[config.mk]
export PLATFORM = sky130hd
export DESIGN_NAME = port_change_irq
export DESIGN_NICKNAME = d
export VERILOG_FILES = /design/src/rtl/chg_irq_pkg.sv /design/src/rtl/port_snapshot.sv /design/src/rtl/irq_merge.sv /design/src/rtl/port_change_irq.sv
export SDC_FILE = /design/constraint.sdc
export NUM_CORES = 1
export LEC_CHECK = 0
export ABC_AREA = 1
export BUFFER_PORTS_ARGS = -buffer_cell sky130_fd_sc_hd__buf_2
export CORE_MARGIN = 2
export CORE_UTILIZATION = 45
export CTS_CLUSTER_SIZE = 14
export DETAILED_ROUTE_END_ITERATION = 10
export MAX_ROUTING_LAYER = met4
export PLACE_DENSITY = 0.81
export SETUP_SLACK_MARGIN = 0.3
export SLEW_MARGIN = 20
export SYNTH_ARGS = -nofsm -noshare
export SYNTH_HDL_FRONTEND = slang
export SYNTH_SLANG_ARGS = --single-unit
[constraint.sdc]
create_clock -name clk -period 1.19 [get_ports clk]
set_input_delay 0.119 -clock clk [delete_from_list [all_inputs] [get_ports clk]]
set_output_delay 0.119 -clock clk [all_outputs]
set_load 0.005 [all_outputs]
[src/rtl/chg_irq_pkg.sv]
package chg_irq_pkg;

    localparam int unsigned PORTS_DEFAULT = 2;
    localparam int unsigned WIDTH_DEFAULT = 8;
    localparam int unsigned WIDTH_MAX     = 32;

    typedef enum logic {
        IRQ_IDLE   = 1'b0,
        IRQ_ACTIVE = 1'b1
    } irq_state_e;

    typedef struct packed {
        logic hit;      // an input pin disagrees with its snapshot
        logic cleared;  // a read reloads the snapshot this edge
    } port_term_t;

    function automatic logic live_diff(input logic [WIDTH_MAX-1:0] now_v,
                                       input logic [WIDTH_MAX-1:0] snap_v,
                                       input logic [WIDTH_MAX-1:0] in_mask);
        return |((now_v ^ snap_v) & in_mask);
    endfunction

    function automatic logic term_raises(input port_term_t t);
        return t.hit && !t.cleared;
    endfunction

endpackage

[src/rtl/port_snapshot.sv]
module port_snapshot
    import chg_irq_pkg::*;
#(
    parameter int unsigned PORT_W = WIDTH_DEFAULT
) (
    input  logic              clk,
    input  logic              rst,
    input  logic [PORT_W-1:0] pin_i,
    input  logic [PORT_W-1:0] dir_i,
    input  logic              rd_i,
    output port_term_t        term_o
);

    logic [PORT_W-1:0]    snap_q;
    logic [WIDTH_MAX-1:0] pin_ext, snap_ext, dir_ext;

    always_comb begin
        pin_ext  = '0;
        snap_ext = '0;
        dir_ext  = '0;
        pin_ext[PORT_W-1:0]  = pin_i;
        snap_ext[PORT_W-1:0] = snap_q;
        dir_ext[PORT_W-1:0]  = dir_i;
    end

    // During reset the snapshot follows the pins, so the first
    // sample after release already matches.
    always_ff @(posedge clk) begin
        if (rst || rd_i) begin
            snap_q <= pin_i;
        end
    end

    always_comb begin
        term_o.hit     = live_diff(pin_ext, snap_ext, dir_ext);
        term_o.cleared = rd_i;
    end

endmodule

[src/rtl/irq_merge.sv]
module irq_merge
    import chg_irq_pkg::*;
#(
    parameter int unsigned NUM_PORTS = PORTS_DEFAULT
) (
    input  logic                       clk,
    input  logic                       rst,
    input  port_term_t [NUM_PORTS-1:0] terms_i,
    output logic                       irq_n_o,
    output logic                       irq_pd_en_o
);

    irq_state_e state_q, state_d;
    logic [NUM_PORTS-1:0] raise;

    for (genvar p = 0; p < NUM_PORTS; p++) begin : g_raise
        assign raise[p] = term_raises(terms_i[p]);
    end

    always_comb begin
        state_d = (|raise) ? IRQ_ACTIVE : IRQ_IDLE;
    end

    always_ff @(posedge clk) begin
        if (rst) begin
            state_q <= IRQ_IDLE;
        end else begin
            state_q <= state_d;
        end
    end

    assign irq_pd_en_o = (state_q == IRQ_ACTIVE);
    assign irq_n_o     = (state_q != IRQ_ACTIVE);

endmodule

[src/rtl/port_change_irq.sv]
module port_change_irq
    import chg_irq_pkg::*;
#(
    parameter int unsigned NUM_PORTS = PORTS_DEFAULT,
    parameter int unsigned PORT_W    = WIDTH_DEFAULT
) (
    input  logic                          clk,
    input  logic                          rst,
    input  logic [NUM_PORTS*PORT_W-1:0]   pin_i,
    input  logic [NUM_PORTS*PORT_W-1:0]   dir_i,
    input  logic [NUM_PORTS-1:0]          rd_i,
    output logic                          irq_n_o,
    output logic                          irq_pd_en_o
);

    localparam int unsigned TOTAL_W = NUM_PORTS * PORT_W;

    port_term_t [NUM_PORTS-1:0] terms;

    for (genvar p = 0; p < NUM_PORTS; p++) begin : g_port
        port_snapshot #(
            .PORT_W (PORT_W)
        ) u_snap (
            .clk    (clk),
            .rst    (rst),
            .pin_i  (pin_i[p*PORT_W +: PORT_W]),
            .dir_i  (dir_i[p*PORT_W +: PORT_W]),
            .rd_i   (rd_i[p]),
            .term_o (terms[p])
        );
    end

    irq_merge #(
        .NUM_PORTS (NUM_PORTS)
    ) u_merge (
        .clk         (clk),
        .rst         (rst),
        .terms_i     (terms),
        .irq_n_o     (irq_n_o),
        .irq_pd_en_o (irq_pd_en_o)
    );

    initial begin
        if (PORT_W > WIDTH_MAX || PORT_W == 0 || NUM_PORTS == 0 || TOTAL_W == 0) begin
            $error("port_change_irq: unsupported geometry");
        end
    end

endmodule

# == Yosys cells after proc, flatten, opt, wreduce, memory -nomap -nowiden ==
# Index checks and enable logic that the tools add are counted.
# totals
in_bits,36
reg_bits,17
out_inout_bits,2
elab_cells,18
# classes
bitwise_logic,5
muxes,1
n_reduce_logical,9
# op_table
cell,count
32-bit by 8-bit bitwise AND with 32-bit output,2
32-bit OR reduction,2
8-bit XOR,2
1-bit logical AND,2
1-bit zero test,2
1-bit logical OR,2
2-bit OR reduction,1
1-bit 2-to-1 mux,1
1-bit inverter,1

# == Depth between registers and ports, before layout ==
# Gate-level depths: netlist (run 1).
# logic_depth
word_depth,6
mapped_depth,8
depth_no_buf,8

# == Modules after synthesis ==
# A second synthesis (run 1) with hierarchy kept.
# unflattened
cells_unflattened,121
area_unflattened_um2,938.4
# by_module_without_submodules
mod,cells_each,area_each_um2,seq_area_each_um2,n_inst
port_snapshot,57,445.4,240.2,2
irq_merge,7,47.5,20.0,1

# == Least setup slack after synthesis (run 1) ==
# OpenSTA, ideal clock, no wires.
# synth_path
kind,register to register
start,register g_port[0].u_snap.snap_q[3]
end,register u_merge.state_q (netlist: u_merge.irq_pd_en_o)
path_stages_with_launch,9
arrival_ps,773
setup_ps,112
required_time_ps,1078
period_less_slack_ps,885
n_path_buf,0
slack_ps,305
cell_sequence,edfxtp_1 inv_1 nand2_1 nand3_1 nand2_1 nor2_1 nand2_1 nand2_1 nand2_1
# synth_via
elab_chain_cells,6
# synth_rtl
element,line,rtl
"start, declared",port_snapshot.sv:14,logic [PORT_W-1:0] snap_q;
"start signal, assigned",port_snapshot.sv:30,snap_q <= pin_i;
8-bit XOR,chg_irq_pkg.sv:20,return |((now_v ^ snap_v) & in_mask);
32-bit by 8-bit bitwise AND with 32-bit output,chg_irq_pkg.sv:20,
32-bit OR reduction,chg_irq_pkg.sv:20,
1-bit logical AND,chg_irq_pkg.sv:24,return t.hit && !t.cleared;
2-bit OR reduction,irq_merge.sv:21,state_d = (|raise) ? IRQ_ACTIVE : IRQ_IDLE;
1-bit 2-to-1 mux,irq_merge.sv:21,
"end signal, assigned",irq_merge.sv:28,state_q <= state_d;
"end, declared",irq_merge.sv:13,"irq_state_e state_q, state_d;"
# Every way passes these cells.
# A chain may end at the register's enable or synchronous reset.

# == Worst setup path after layout (run 1) ==
# layout_path
start,register g_port[0].u_snap.snap_q[4]
end,register u_merge.state_q (netlist: u_merge.irq_pd_en_o)
# The elaborated chain is that of the path after synthesis.

==> results.sh, run 1 <==
export IMPL_status="finished, final reports clean"
export IMPL_timing_final_crit_period_ns=0.9840
export IMPL_synthAdderAreaFrac=0
export IMPL_drt_initial_drc_count=17
export IMPL_critPathMaxStageDelay_ns=0.40
export IMPL_core_area_sq_um=1942
export IMPL_postRouteAntennaNets=0
export IMPL_synth_most_common_cell="nand2_1"
export IMPL_drc=0
export IMPL_synth_seq_cells=17
export IMPL_muxShareOfSynthArea=0
export IMPL_cp_required_ns=1.38
export IMPL_leakage_uw=0.0006728
export IMPL_clock_skew_ns=0.003340
export IMPL_final_cell_area_sq_um=1154
export IMPL_postSynthCellCount=119
export IMPL_sw_frac_of_total=0.2490
export IMPL_synth_async_sr_flop_share=0
export IMPL_synth_area_top_cells="edfxtp_1 (53%), nand2_1 (19%), inv_1 (14%)"
export IMPL_setup_viol=0
export IMPL_drive_above_1_share=0.2563
export IMPL_hold_path_end="g_port[0].u_snap.snap_q[7]$_DFFE_PP_"
export IMPL_finalCritPeriodShare=0.8269
export IMPL_use_met3=0.02454
export IMPL_fmaxAchievable_mhz=1016
export IMPL_synth_top_cell_by_area="edfxtp_1"
export IMPL_start_util=0.4678
export IMPL_fin_ws_ns=0.2060
export IMPL_combPwrFrac=0.166
export IMPL_use_met2=0.2900
export IMPL_seq_area_frac_synth=0.5510
export IMPL_cp_data_arrival_time_ns=1.17
export IMPL_r2r_start="g_port[0].u_snap.snap_q[4]$_DFFE_PP_"
export IMPL_cp_slowest_cell="edfxtp_1"
export IMPL_grt_pass1_wl_mm=2.980
export IMPL_io_buffers=37
export IMPL_fp_dieH_um=48.93
export IMPL_cts_post_setup_buffers_inserted=0
export IMPL_dp_slack_ns=0.2109
export IMPL_clockRootBuffer="clkbuf_4"
export IMPL_grt_ovfl_total=0
export IMPL_synth_xor_area_frac=0
export IMPL_first_global_vias=808
export IMPL_cp_common_cell="nand2_1"
export IMPL_cts_buffers=3
export IMPL_synth_edf_count=16
export IMPL_clock_path_buffers=2
export IMPL_fin_tns_setup_ns=0
export IMPL_r2r_slack_ns=0.21
export IMPL_regToRegEndpoint="u_merge.irq_pd_en_o$_SDFF_PP0_"
export IMPL_final_nets=197
export IMPL_hp_class="in2reg"
export IMPL_yosysWarnings=0
export IMPL_seqPwrFrac=0.590
export IMPL_synth_top_family_by_area="simple AND/OR/NAND/NOR gates"
export IMPL_grt_use_met1=0.1836
export IMPL_wl_per_cell_um=9.112
export IMPL_worst_setup_path_end_kind="flop"
export IMPL_die_area_sq_um=2394
export IMPL_synth_cell_area_sq_um=908.4
export IMPL_cts_max_level=1
export IMPL_rows=16
export IMPL_r2r_cells=8
export IMPL_clk_latency_ns=0.29
export IMPL_synth_simple_gate_area_frac=0.3044
export IMPL_hold_buffers=0
export IMPL_cts_resized=0
export IMPL_clkPwrFrac=0.244
export IMPL_grt_usage=0.1654
export IMPL_gp_congestion=0.7189
export IMPL_syn_nets=155
export IMPL_critical_path_class="reg2reg"
export IMPL_postSynthAreaPerCell_sq_um=7.633
export IMPL_final_max_slew_viol_count=0
export IMPL_synth_common_cells="nand2_1 (45), inv_1 (35), edfxtp_1 (16)"
export IMPL_worstPathCellList="inv_1 > nand2_1 > nand3_1 > nand2_1 > nor2_1 > nand2_1 > nand2_1 > nand2_1"
export IMPL_via_per_inst=4.332
export IMPL_place_hpwl_mm=1.423
export IMPL_synth_ff_type="edfxtp_1"
export IMPL_diodes=0
export IMPL_synth_compound_area_share=0
export IMPL_syn2layout_area_growth_pct=27.00
export IMPL_maxSlewHeadroom=0.7790
export IMPL_power_switching_uw=312.6
export IMPL_synth_top_cell_area_share=0.5289
export IMPL_critical_path_max_fanout=2
export IMPL_antenna_found_initial=0
export IMPL_holdPathStages=1
export IMPL_hold_viol=0
export IMPL_yosysUniqueCellTypes=7
export IMPL_wl_mm=1.704
export IMPL_ir_drop_v=0.0008314
export IMPL_top_usage_layer="met2"
export IMPL_total_power_uw=1255
export IMPL_p_per_area_nw_per_um2=1088
export IMPL_post_dp_cell_area_sq_um=1127
export IMPL_cts_sinks=17
export IMPL_worst_slew_pin_slew_ns=0.3311
export IMPL_min_from="pin_i[7]"
export IMPL_clkTransAtPathRegs_ns=0.10
export IMPL_p_int_uw=942.6
export IMPL_dr_pass1_iters=4
export IMPL_rsz0062_at_grt="true"
export IMPL_grt_max_degree=10
export IMPL_vias=810
export IMPL_cts_tree="built"
export IMPL_maxCapViolations=0
export IMPL_start_kind="flop"
export IMPL_die_w_um=48.93
export IMPL_ios=38
==> per-layer routing <==
metal,vias to the layer above,wire length [um],share of wire
met2,34,786,0.46
met1,333,737,0.43
met3,6,142,0.083
met5,-,0,0
met4,0,37,0.022
li1,437,-,-
==> placed cells by master, fill, tap and decap left out <==
master    instances
inv_1            35
nand3_1          15
buf_2            37
clkbuf_1          1
nand3_2           1
nand2_1          45
edfxtp_1         16
clkbuf_4          3
nor2_1            6
dfxtp_1           1
==> worst max-delay path: cells and delay by family, from the launching register on <==
| kind | cells | cell delay, ns |
|---|---|---|
| simple gates | 7 | 0.42 |
| buf+inv | 1 | 0.06 |
| flops | 1 | 0.40 |
==> worst max path at each step <==
stage	start	endpoint	slack, ns	cells after the start
3_5_place_dp	g_port[1].u_snap.snap_q[3]$_DFFE_PP_	u_merge.irq_pd_en_o$_SDFF_PP0_	0.21	8
6_report	g_port[0].u_snap.snap_q[4]$_DFFE_PP_	u_merge.irq_pd_en_o$_SDFF_PP0_	0.21	8
4_1_cts	g_port[0].u_snap.snap_q[2]$_DFFE_PP_	u_merge.irq_pd_en_o$_SDFF_PP0_	0.20	8
2_1_floorplan	g_port[0].u_snap.snap_q[3]$_DFFE_PP_	u_merge.irq_pd_en_o$_SDFF_PP0_	0.31	8
3_3_place_gp	g_port[0].u_snap.snap_q[5]$_DFFE_PP_	u_merge.irq_pd_en_o$_SDFF_PP0_	0.25	8
5_1_grt	g_port[0].u_snap.snap_q[7]$_DFFE_PP_	u_merge.irq_pd_en_o$_SDFF_PP0_	0.09	8
==> cell families after synthesis <==
kind of cell / Yosys count
buffers and inverters: 35
DFF: 17
and+or+nand+nor: 67
==> sequential cells by signal (all words and copies together), names as in the netlist <==
register and flops:
u_merge.irq_pd_en_o 1, g_port.u_snap.snap_q 16
==> power by group through the flow <==
stage | registers, uW | logic, uW | clock network [uW]
detailed placement | 755 | 211 | 0
finish | 741 | 208 | 307
global placement | 750 | 200 | 0
global route | 748 | 245 | 341
CTS | 741 | 212 | 320
floorplan | 748 | 114 | 0
==> final cells by class <==
cell class | count | area, sq um
timing repair buffer | 37 | 185.2
inverter | 35 | 131.4
multi-input combinational | 67 | 276.5
tap | 27 | 33.78
clock buffer | 4 | 26.28
sequential | 17 | 500.5
fill | 184 | 788.3
==> stage by stage <==
step	util	hold slack, ns	std cells
floorplan	-	0.2179	119
global placement	0.5805	0.3238	183
detailed placement	0.5805	0.3282	183
CTS	0.5941	0.02121	187
global route	0.5941	0.01915	187
finish	0.5941	0.02609	187
Note: power is estimated with default switching activity, not from simulation.
==> inputs of run 2 (changes only) <==
--- a/config.mk
+++ b/config.mk
@@ -8,11 +8,11 @@
 export ABC_AREA = 1
 export BUFFER_PORTS_ARGS = -buffer_cell sky130_fd_sc_hd__buf_2
 export CORE_MARGIN = 2
-export CORE_UTILIZATION = 45
+export CORE_UTILIZATION = 42
 export CTS_CLUSTER_SIZE = 14
 export DETAILED_ROUTE_END_ITERATION = 10
 export MAX_ROUTING_LAYER = met4
-export PLACE_DENSITY = 0.81
+export PLACE_DENSITY = 0.79
 export SETUP_SLACK_MARGIN = 0.3
 export SLEW_MARGIN = 20
 export SYNTH_ARGS = -nofsm -noshare
==> constraint.sdc (replaced) <==
create_clock -name clk -period 0.9 [get_ports clk]
set_input_delay 0.09 -clock clk [delete_from_list [all_inputs] [get_ports clk]]
set_output_delay 0.09 -clock clk [all_outputs]
set_load 0.005 [all_outputs]
==> results.sh, run 2 (synthesis gave the netlist of run 1 again) <==
export IMPL_worst_setup_path_end_kind="flop"
export IMPL_antenna_found_initial=0
export IMPL_hold_viol=0
export IMPL_final_cell_mix="nand2_1 (45), buf_2 (37), inv_1 (35)"
export IMPL_io_buffers=37
export IMPL_ios=38
export IMPL_clkPwrFrac=0.236
export IMPL_wl_mm=1.593
export IMPL_instances_no_fill=187
export IMPL_post_dp_cell_area_sq_um=1127
export IMPL_maxSlewHeadroom=0.7978
export IMPL_r2r_slack_ns=-0.09
export IMPL_top_register="g_port.u_snap.snap_q"
export IMPL_combPwrFrac=0.166
export IMPL_vias=783
export IMPL_clkTransAtPathRegs_ns=0.09
export IMPL_start_util=0.4537
export IMPL_cts_sinks=17
export IMPL_place_hpwl_mm=1.406
export IMPL_die_area_sq_um=2551
export IMPL_failed_checks="setup timing"
export IMPL_status="finished with violations"
export IMPL_clock_path_buffers=2
export IMPL_diodes=0
export IMPL_cts_buffers=3
export IMPL_clockRootBuffer="clkbuf_4"
export IMPL_cts_tree="built"
export IMPL_rows=16
export IMPL_postRouteAntennaNets=0
export IMPL_drt_initial_drc_count=10
export IMPL_fin_ws_ns=-0.08828
export IMPL_drc=0
export IMPL_power_switching_uw=392.9
export IMPL_cts_resized=0
export IMPL_final_max_slew_viol_count=0
export IMPL_cp_data_arrival_time_ns=1.17
export IMPL_grt_ovfl_total=0
export IMPL_final_cell_area_sq_um=1154
export IMPL_min_from="pin_i[6]"
export IMPL_setup_viol=1
export IMPL_hold_buffers=0
export IMPL_die_w_um=50.51
export IMPL_fp_dieH_um=50.51
export IMPL_worst_slew_pin_slew_ns=0.3030
export IMPL_rsz0062_at_grt="true"
export IMPL_whs_ns=0.009553
export IMPL_hp_class="in2reg"
export IMPL_via_per_inst=4.187
export IMPL_ir_drop_v=0.0008379
export IMPL_p_per_area_nw_per_um2=1420
export IMPL_finalCritPeriodShare=1.098
export IMPL_largest_register_ffs=16
export IMPL_drive_above_1_share=0.2563
export IMPL_leakage_uw=0.0006728
export IMPL_clock_skew_ns=0.002978
export IMPL_final_nets=197
export IMPL_core_area_sq_um=2002
export IMPL_maxCapViolations=0
export IMPL_grt_usage=0.1419
export IMPL_cp_required_ns=1.08
export IMPL_sw_frac_of_total=0.2398
export IMPL_fin_tns_setup_ns=-0.08828
export IMPL_final_common_cell="nand2_1"
export IMPL_critical_path_class="reg2reg"
export IMPL_grt_pass1_wl_mm=2.725
export IMPL_r2r_cells=8
export IMPL_fmaxAchievable_mhz=1012
export IMPL_critical_path_max_fanout=2
export IMPL_grt_max_degree=10
export IMPL_p_int_uw=1246
export IMPL_r2r_start="g_port[0].u_snap.snap_q[2]$_DFFE_PP_"
export IMPL_seqPwrFrac=0.598
export IMPL_first_global_vias=723
export IMPL_cts_max_level=1
export IMPL_syn2layout_area_growth_pct=27.00
export IMPL_dr_pass1_iters=4
export IMPL_gp_congestion=0.6905
export IMPL_timing_final_crit_period_ns=0.9883
export IMPL_clk_latency_ns=0.28
export IMPL_start_kind="flop"
export IMPL_regToRegEndpoint="u_merge.irq_pd_en_o$_SDFF_PP0_"
export IMPL_placedCellCount=183
export IMPL_crit_path_start="g_port[0].u_snap.snap_q[2]$_DFFE_PP_"
export IMPL_wl_per_cell_um=8.519
export IMPL_endpoint="u_merge.irq_pd_en_o$_SDFF_PP0_"
## run 2: cell counts in the layout (fill, tap and decap cells not counted)
Identical to the previous run, type by type.
## run 2: repair_timing
item                                    in CTS  in global routing
pin swaps                                    1                  1
endpoints found under the setup margin       3                  3
hold endpoints to repair                     0                  2
setup buffers                                0                  0
## run 2: per-layer routing
layer	vias to the layer above	wire (um)	global-route usage
li1	437	-	-
met1	318	763	0.1728
met2	28	704	0.2412
met3	0	125	0.02679
met4	0	0	0.04054
met5	-	0	-
## run 2: worst min path at each step
stage / cells past startpoint / to / slack [ns]
3_3_place_gp: 1 / g_port[0].u_snap.snap_q[5]$_DFFE_PP_ / 0.29
4_1_cts: 1 / g_port[0].u_snap.snap_q[6]$_DFFE_PP_ / 0.004
6_report: 1 / g_port[0].u_snap.snap_q[6]$_DFFE_PP_ / 0.01
5_1_grt: 1 / g_port[0].u_snap.snap_q[6]$_DFFE_PP_ / -0.009
3_5_place_dp: 1 / g_port[1].u_snap.snap_q[4]$_DFFE_PP_ / 0.30
2_1_floorplan: 0 / g_port[0].u_snap.snap_q[0]$_DFFE_PP_ / 0.19
## run 2: through the flow
stage          worst slack, ns    util  power [uW]
4_1_cts               -0.09246  0.5763        1658
2_1_floorplan          0.01503       -        1139
5_1_grt                -0.2127  0.5763        1750
3_5_place_dp          -0.08027  0.5631        1276
6_report              -0.08828  0.5763        1639
3_3_place_gp          -0.04932  0.5631        1256
## run 2: power groups by stage
stage / clock, uW / combinational [uW] / sequential [uW]
2_1_floorplan: 0 / 151 / 989
3_3_place_gp: 0 / 264 / 992
3_5_place_dp: 0 / 277 / 999
4_1_cts: 400 / 278 / 981
5_1_grt: 440 / 321 / 989
6_report: 387 / 272 / 980
## run 2: worst max-delay path: stages (launching register included)
cell      delay, ns
edfxtp_1       0.41
inv_1          0.08
nand2_1        0.04
nand3_1        0.05
nand2_1        0.05
nor2_1         0.09
nand2_1        0.05
nand2_1        0.06
nand2_1        0.05
## run 2: cell type report
type	count	area, sq um
Timing Repair Buffer	37	185.2
Fill cell	195	848.3
Clock buffer	4	26.28
Inverter	35	131.4
Tap cell	27	33.78
Multi-Input combinational cell	67	276.5
Sequential cell	17	500.5
